**config.mk**
```make
export PLATFORM = sky130hd
export DESIGN_NAME = dbg_write_gate
export DESIGN_NICKNAME = d
export VERILOG_FILES = /design/src/rtl/dbg_gate_pkg.sv /design/src/rtl/dbg_gate_ctrl.sv /design/src/rtl/dbg_gate_datapath.sv /design/src/rtl/dbg_write_gate.sv
export SDC_FILE = /design/constraint.sdc
export NUM_CORES = 1
export LEC_CHECK = 0
export BUFFER_PORTS_ARGS = -buffer_cell sky130_fd_sc_hd__buf_2
export CORE_ASPECT_RATIO = 0.6
export CORE_UTILIZATION = 29
export CTS_CLUSTER_DIAMETER = 200
export CTS_CLUSTER_SIZE = 25
export DETAILED_ROUTE_END_ITERATION = 12
export PLACE_DENSITY = 0.73
export SLEW_MARGIN = 20
export SYNTH_ARGS = -nofsm -noshare
export SYNTH_HDL_FRONTEND = slang
export SYNTH_HIERARCHICAL = 1
export SYNTH_SLANG_ARGS = --single-unit
```
**constraint.sdc**
```tcl
create_clock -name clk -period 3.9 [get_ports clk]
set_input_delay 0.78 -clock clk [delete_from_list [all_inputs] [get_ports clk]]
set_output_delay 0.78 -clock clk [all_outputs]
set_load 0.01 [all_outputs]
```
**src/rtl/dbg_gate_pkg.sv**
```systemverilog
package dbg_gate_pkg;

  localparam logic [11:0] OFS_LOCK_ACCESS = 12'hFB0;
  localparam logic [11:0] OFS_LOCK_STATUS = 12'hFB4;
  localparam logic [11:0] OFS_CLAIM_SET   = 12'hFA0;
  localparam logic [11:0] OFS_CLAIM_CLR   = 12'hFA4;
  localparam logic [31:0] UNLOCK_KEY      = 32'hC5AC_CE55;

  typedef struct packed {
    logic locked;
    logic claimSetWr;
    logic claimClrWr;
    logic selLockStat;
    logic selClaimSet;
    logic selClaimClr;
  } gateStrobes_t;

endpackage

```
**src/rtl/dbg_gate_ctrl.sv**
```systemverilog
module dbg_gate_ctrl
  import dbg_gate_pkg::*;
#(
  parameter int ADDR_W = 12,
  parameter int DATA_W = 32
) (
  input  logic              clk,
  input  logic              rstN,
  input  logic [ADDR_W-1:0] busAddr,
  input  logic              busWrEn,
  input  logic [DATA_W-1:0] busWrData,
  output gateStrobes_t      strobes,
  output logic              wrPermit
);

  localparam logic [DATA_W-1:0] KEY_W = DATA_W'(UNLOCK_KEY);

  logic hitLockAcc, hitLockStat, hitClaimSet, hitClaimClr, ownAddr;
  logic lockWr, writeOk, locked;

  assign hitLockAcc  = (busAddr == ADDR_W'(OFS_LOCK_ACCESS));
  assign hitLockStat = (busAddr == ADDR_W'(OFS_LOCK_STATUS));
  assign hitClaimSet = (busAddr == ADDR_W'(OFS_CLAIM_SET));
  assign hitClaimClr = (busAddr == ADDR_W'(OFS_CLAIM_CLR));
  assign ownAddr     = hitLockAcc | hitLockStat | hitClaimSet | hitClaimClr;

  // The lock access register is the only write the lock never blocks.
  assign lockWr  = busWrEn & hitLockAcc;
  assign writeOk = busWrEn & ~locked;

  always_ff @(posedge clk or negedge rstN) begin
    if (!rstN)       locked <= 1'b1;
    else if (lockWr) locked <= (busWrData != KEY_W);
  end

  always_comb begin
    strobes.locked      = locked;
    strobes.claimSetWr  = writeOk & hitClaimSet;
    strobes.claimClrWr  = writeOk & hitClaimClr;
    strobes.selLockStat = hitLockStat;
    strobes.selClaimSet = hitClaimSet;
    strobes.selClaimClr = hitClaimClr;
  end

  assign wrPermit = writeOk & ~ownAddr;

  AST_KEY_UNLOCKS: assert property (@(posedge clk) disable iff (!rstN)
    (lockWr && busWrData == KEY_W) |=> !locked);
  AST_BAD_KEY_LOCKS: assert property (@(posedge clk) disable iff (!rstN)
    (lockWr && busWrData != KEY_W) |=> locked);
  AST_LOCKED_NO_PERMIT: assert property (@(posedge clk) disable iff (!rstN)
    locked |-> !wrPermit);
  AST_STATUS_WR_NO_EFFECT: assert property (@(posedge clk) disable iff (!rstN)
    (busWrEn && hitLockStat) |=> $stable(locked));

endmodule

```
**src/rtl/dbg_gate_datapath.sv**
```systemverilog
module dbg_gate_datapath
  import dbg_gate_pkg::*;
#(
  parameter int DATA_W     = 32,
  parameter int CLAIM_BITS = 4
) (
  input  logic                  clk,
  input  logic                  rstN,
  input  gateStrobes_t          strobes,
  input  logic [CLAIM_BITS-1:0] claimWrBits,
  output logic [DATA_W-1:0]     rdData
);

  localparam logic [CLAIM_BITS-1:0] CLAIM_MASK = {CLAIM_BITS{1'b1}};

  logic [CLAIM_BITS-1:0] claimTag;

  for (genvar b = 0; b < CLAIM_BITS; b++) begin : g_claimBit
    always_ff @(posedge clk or negedge rstN) begin
      if (!rstN)                                      claimTag[b] <= 1'b0;
      else if (strobes.claimSetWr && claimWrBits[b])  claimTag[b] <= 1'b1;
      else if (strobes.claimClrWr && claimWrBits[b])  claimTag[b] <= 1'b0;
    end
  end

  always_comb begin
    rdData = '0;
    if (strobes.selLockStat)      rdData[1:0] = {strobes.locked, 1'b1};
    else if (strobes.selClaimSet) rdData[CLAIM_BITS-1:0] = CLAIM_MASK;
    else if (strobes.selClaimClr) rdData[CLAIM_BITS-1:0] = claimTag;
  end

  AST_TAG_HOLDS: assert property (@(posedge clk) disable iff (!rstN)
    (!strobes.claimSetWr && !strobes.claimClrWr) |=> $stable(claimTag));
  AST_SET_EFFECT: assert property (@(posedge clk) disable iff (!rstN)
    strobes.claimSetWr |=> ((claimTag & $past(claimWrBits)) == $past(claimWrBits)));
  AST_CLR_EFFECT: assert property (@(posedge clk) disable iff (!rstN)
    strobes.claimClrWr |=> ((claimTag & $past(claimWrBits)) == '0));
  AST_STATUS_FORM: assert property (@(posedge clk) disable iff (!rstN)
    strobes.selLockStat |-> (rdData[0] && rdData[DATA_W-1:2] == '0));

endmodule

```
**src/rtl/dbg_write_gate.sv**
```systemverilog
module dbg_write_gate
  import dbg_gate_pkg::*;
#(
  parameter int ADDR_W     = 12,
  parameter int DATA_W     = 32,
  parameter int CLAIM_BITS = 4
) (
  input  logic              clk,
  input  logic              rstN,
  input  logic [ADDR_W-1:0] busAddr,
  input  logic              busWrEn,
  input  logic [DATA_W-1:0] busWrData,
  output logic [DATA_W-1:0] rdData,
  output logic              wrPermit
);

  gateStrobes_t strobes;
  logic [CLAIM_BITS-1:0] claimWrBits;

  assign claimWrBits = busWrData[CLAIM_BITS-1:0];

  dbg_gate_ctrl #(.ADDR_W(ADDR_W), .DATA_W(DATA_W)) ctrl_i (
    .clk(clk), .rstN(rstN), .busAddr(busAddr), .busWrEn(busWrEn),
    .busWrData(busWrData), .strobes(strobes), .wrPermit(wrPermit)
  );

  dbg_gate_datapath #(.DATA_W(DATA_W), .CLAIM_BITS(CLAIM_BITS)) dp_i (
    .clk(clk), .rstN(rstN), .strobes(strobes), .claimWrBits(claimWrBits),
    .rdData(rdData)
  );

endmodule

```
==> impl_metrics.toml <==
[clock_network]
clkSlewWorstSetupHoldPaths_ns = 0.03
clkSinkCount = 5
cts-root-buf = "clkbuf_8"
cts.repair.resized = 0
number_of_levels_the_h_tree_was_split_into = 1
numCtsBuffers = 3
post_cts_buffers = 0
holdBufCountCts = 0
tritoncts = "yes"
clkLatencyLatePin_ns = 0.22
clk_path_buf_depth = 2

[detailed_routing]
initial_drt_pass_iterations = 8
detail_route.drc_violations = 2
ant_nets = 0
initialDrtViolationCount = 38
routed_via_density = 3.956
routed-via-count = 629
detail_route.wl_per_cell_um = 8.918
detailed_route_wire_length_mm = 1.418

[power_and_ir_drop]
vdd_ir_drop_max_v = 0.00005258
power.density_cell_area_nw_per_um2 = 220.6
leakage_nw = 0.4848

[timing]
fmax_ghz = 0.3450
period_minus_slack_ns = 2.899
final_critical_path_setup_slack_ns = 1.001
relSlewSlack_pct = 56.40
timing_max_transition_violations_final = 0
timing_worst_slew_pin_value_ns = 0.6480
grt_setup_unrepaired = "no"
report.final.setup_viol = 0
period_share_pct = 74.33
final.setup_skew_ns = 0.001331
finalSetupTns_ns = 0
final-hold-violation-count = 0

[global_routing]
number_of_antenna_violations_at_the_first_check_in_global_routing = 0
first_global_vias = 564
grt_total_usage_pct = 12.58
grt_start_max_net_pins = 7
first_pass_grt_wire_length_mm = 2.332
globalRoute.totalOverflow = 0

[worst_hold_path]
hold_class = "in -> async"

[placement]
preCtsSetupSlack_ns = 0.9926
placement.cell_area_sq_um = 822.0
routabilityCongestion = 0.7447
placement.io_buffers = 51
placed_cells = 155
place.detailed.hpwl_mm = 1.323

[setup_path]
cpMaxStageDelayCell = "nor3_1"
cp.required_ns = 3.12
crit_path_start_kind = "primary input"
path_common_cell = "buf_2"
setup.worst_path.class = "in -> out"
critical_path_arrival_ns = 2.12
cp_cell_sequence = "buf_2, nor4b_2, nand4_2, nor3_1, a211oi_1, a21oi_1, buf_2"
critical_path.max_stage_delay_ns = 0.36
cp-end-kind = "output pin"
critPathMaxFanout = 6

[yosys]
yosys.area_share.simple_pct = 32.40
synthXorXnorAreaFrac_pct = 0
warning_count_from_the_yosys_run = 6
synth_compound_gate_area_share_pct = 9.925
synth.lib_cells_used.distinct = 26
syn_avg_cell_area_sq_um = 8.457
synth_top_cells_by_area = "buf_4 (36%), dfrtp_1 (15%), a22o_1 (5.2%)"
synth_top_cell_area_share_pct = 35.96
synth_top_family_by_area = "buffers and inverters"
synthesis.instances = 79
adder_and_majority_cell_fraction_of_the_synthesized_area_pct = 0
synth_area_sq_um = 668.1
postSynthRegisterBits = 5
synth_sequential_area_ratio_pct = 18.91
synth.mux.area_fraction_pct = 1.685
cell_type_contributing_the_most_total_cell_area_after_synthesis = "buf_4"

[layout]
final_nets = 177
syn_to_final_growth_pct = 29.78
end_of_flow_core_utilization_pct = 40.08
final_design_area_no_fill_sq_um = 867.1
drive_gt1_share_pct = 46.51
layout.cells.non_filler = 159
antenna_cells_inserted = 0

[outcome]
status = "finished with violations"
failed_checks = "DRC"

[floorplan]
die_area_sq_um = 2506
die_w_um = 63.97
placement_rows = 13
num_io_pins = 80
floorplan.core_area_sq_um = 2163
fp.dieH_um = 39.18
floorplan.initialDensity_pct = 30.88

[flow_run]
cap_viol_max_count = 0
==> final timing paths <==
check,slack (ns),startpoint,depth (start not counted),end
worst max-delay path,1.00,busAddr[1],7,rdData[1]
min in group clk,0.50,dp_i/claimTag[3],1,dp_i/claimTag[3]
worst min register to register,0.50,dp_i/claimTag[3],1,dp_i/claimTag[3]
max in group asynchronous,3.33,rstN,1,ctrl_i/locked
worst min-delay path,0.36,rstN,1,dp_i/claimTag[0]
worst max register to register,2.56,ctrl_i/locked,3,dp_i/claimTag[2]
==> routing by layer <==
layer  part of all wire [%]  track usage [%]  vias to the layer above
li1                       -                -                      325
met1                     44            15.57                      263
met2                     46            22.61                       39
met3                    9.4            1.765                        2
met4                    1.3            5.114                        0
met5                      0                0                        -
==> stage by stage <==
step / hold WS, ns / power, mW
global placement: 0.5058 / 0.09696
finish: 0.3622 / 0.1913
CTS: 0.3632 / 0.1933
detailed placement: 0.4999 / 0.09783
global route: 0.3654 / 0.2052
floorplan: 0.4633 / 0.09224
==> sequential cells by signal (all words and copies together) (netlist names) <==
signal / flops
ctrl_i/locked: 1
dp_i/claimTag: 4
==> layout by cell type (no fill, tap or decap) <==
master / Yosys / routed
buf_2: 0 / 51
conb_1: 1 / 28
nand2_1: 7 / 7
a22o_1: 4 / 4
dfrtp_1: 4 / 4
clkbuf_8: 0 / 3
nor2_1: 3 / 3
nor4_1: 3 / 3
nand4bb_1: 3 / 3
a21oi_1: 3 / 3
nor2b_1: 2 / 2
nand4b_1: 2 / 2
clkbuf_1: 0 / 1
and4b_1: 1 / 1
nor4b_2: 1 / 1
nand4_2: 1 / 1
nor3_1: 1 / 1
nand2b_1: 1 / 1
nor3b_2: 1 / 1
nor4b_1: 1 / 1
nor4bb_1: 1 / 1
nand4_1: 1 / 1
nor3_2: 1 / 1
mux2_2: 1 / 1
dfstp_2: 1 / 1
a211o_1: 1 / 1
inv_1: 1 / 1
a211oi_1: 1 / 1
==> cell usage after synthesis (all sizes together) <==
master / number
and4b: 1
a211oi: 1
nor3: 2
a211o: 1
nor2b: 2
nor3b: 1
dfrtp: 4
conb: 1
nand4bb: 3
nor4bb: 1
nand2b: 1
a22o: 4
nand4b: 2
nand2: 7
mux2: 1
nor4b: 2
nand4: 2
dfstp: 1
nor2: 3
inv: 1
nor4: 3
buf: 32
a21oi: 3
==> final cells by class <==
type | instances | area, sq um
Fill cell | 226 | 1296
Multi-Input combinational cell | 68 | 399.1
Timing Repair Buffer | 51 | 255.2
Sequential cell | 5 | 126.4
Clock buffer | 4 | 45.04
Tap cell | 30 | 37.54
Inverter | 1 | 3.754
==> logic make-up (layout without fill, tap and decap cells) <==
logic type | Yosys count | after routing
AO/OA/AOI/OAI | 9 | 9
flip-flops | 5 | 5
AND/OR/NAND/NOR | 30 | 30
other | 1 | 28
multiplexers | 1 | 1
buffers and inverters | 33 | 56
==> power by group <==
part	leakage, nW	internal (mW)	switching, mW
logic	0.396	0.0206	0.0240
registers	0.0662	0.0526	0.000186
clock network	0.0228	0.0700	0.0239
==> worst max-delay path, delay by kind of cell <==
kind | cells | cell delay [ns]
buffers and inverters | 2 | 0.25
and+or+nand+nor | 3 | 0.86
AOI/OAI and AO/OA | 2 | 0.22
Note: power is estimated with default switching activity, not from simulation.
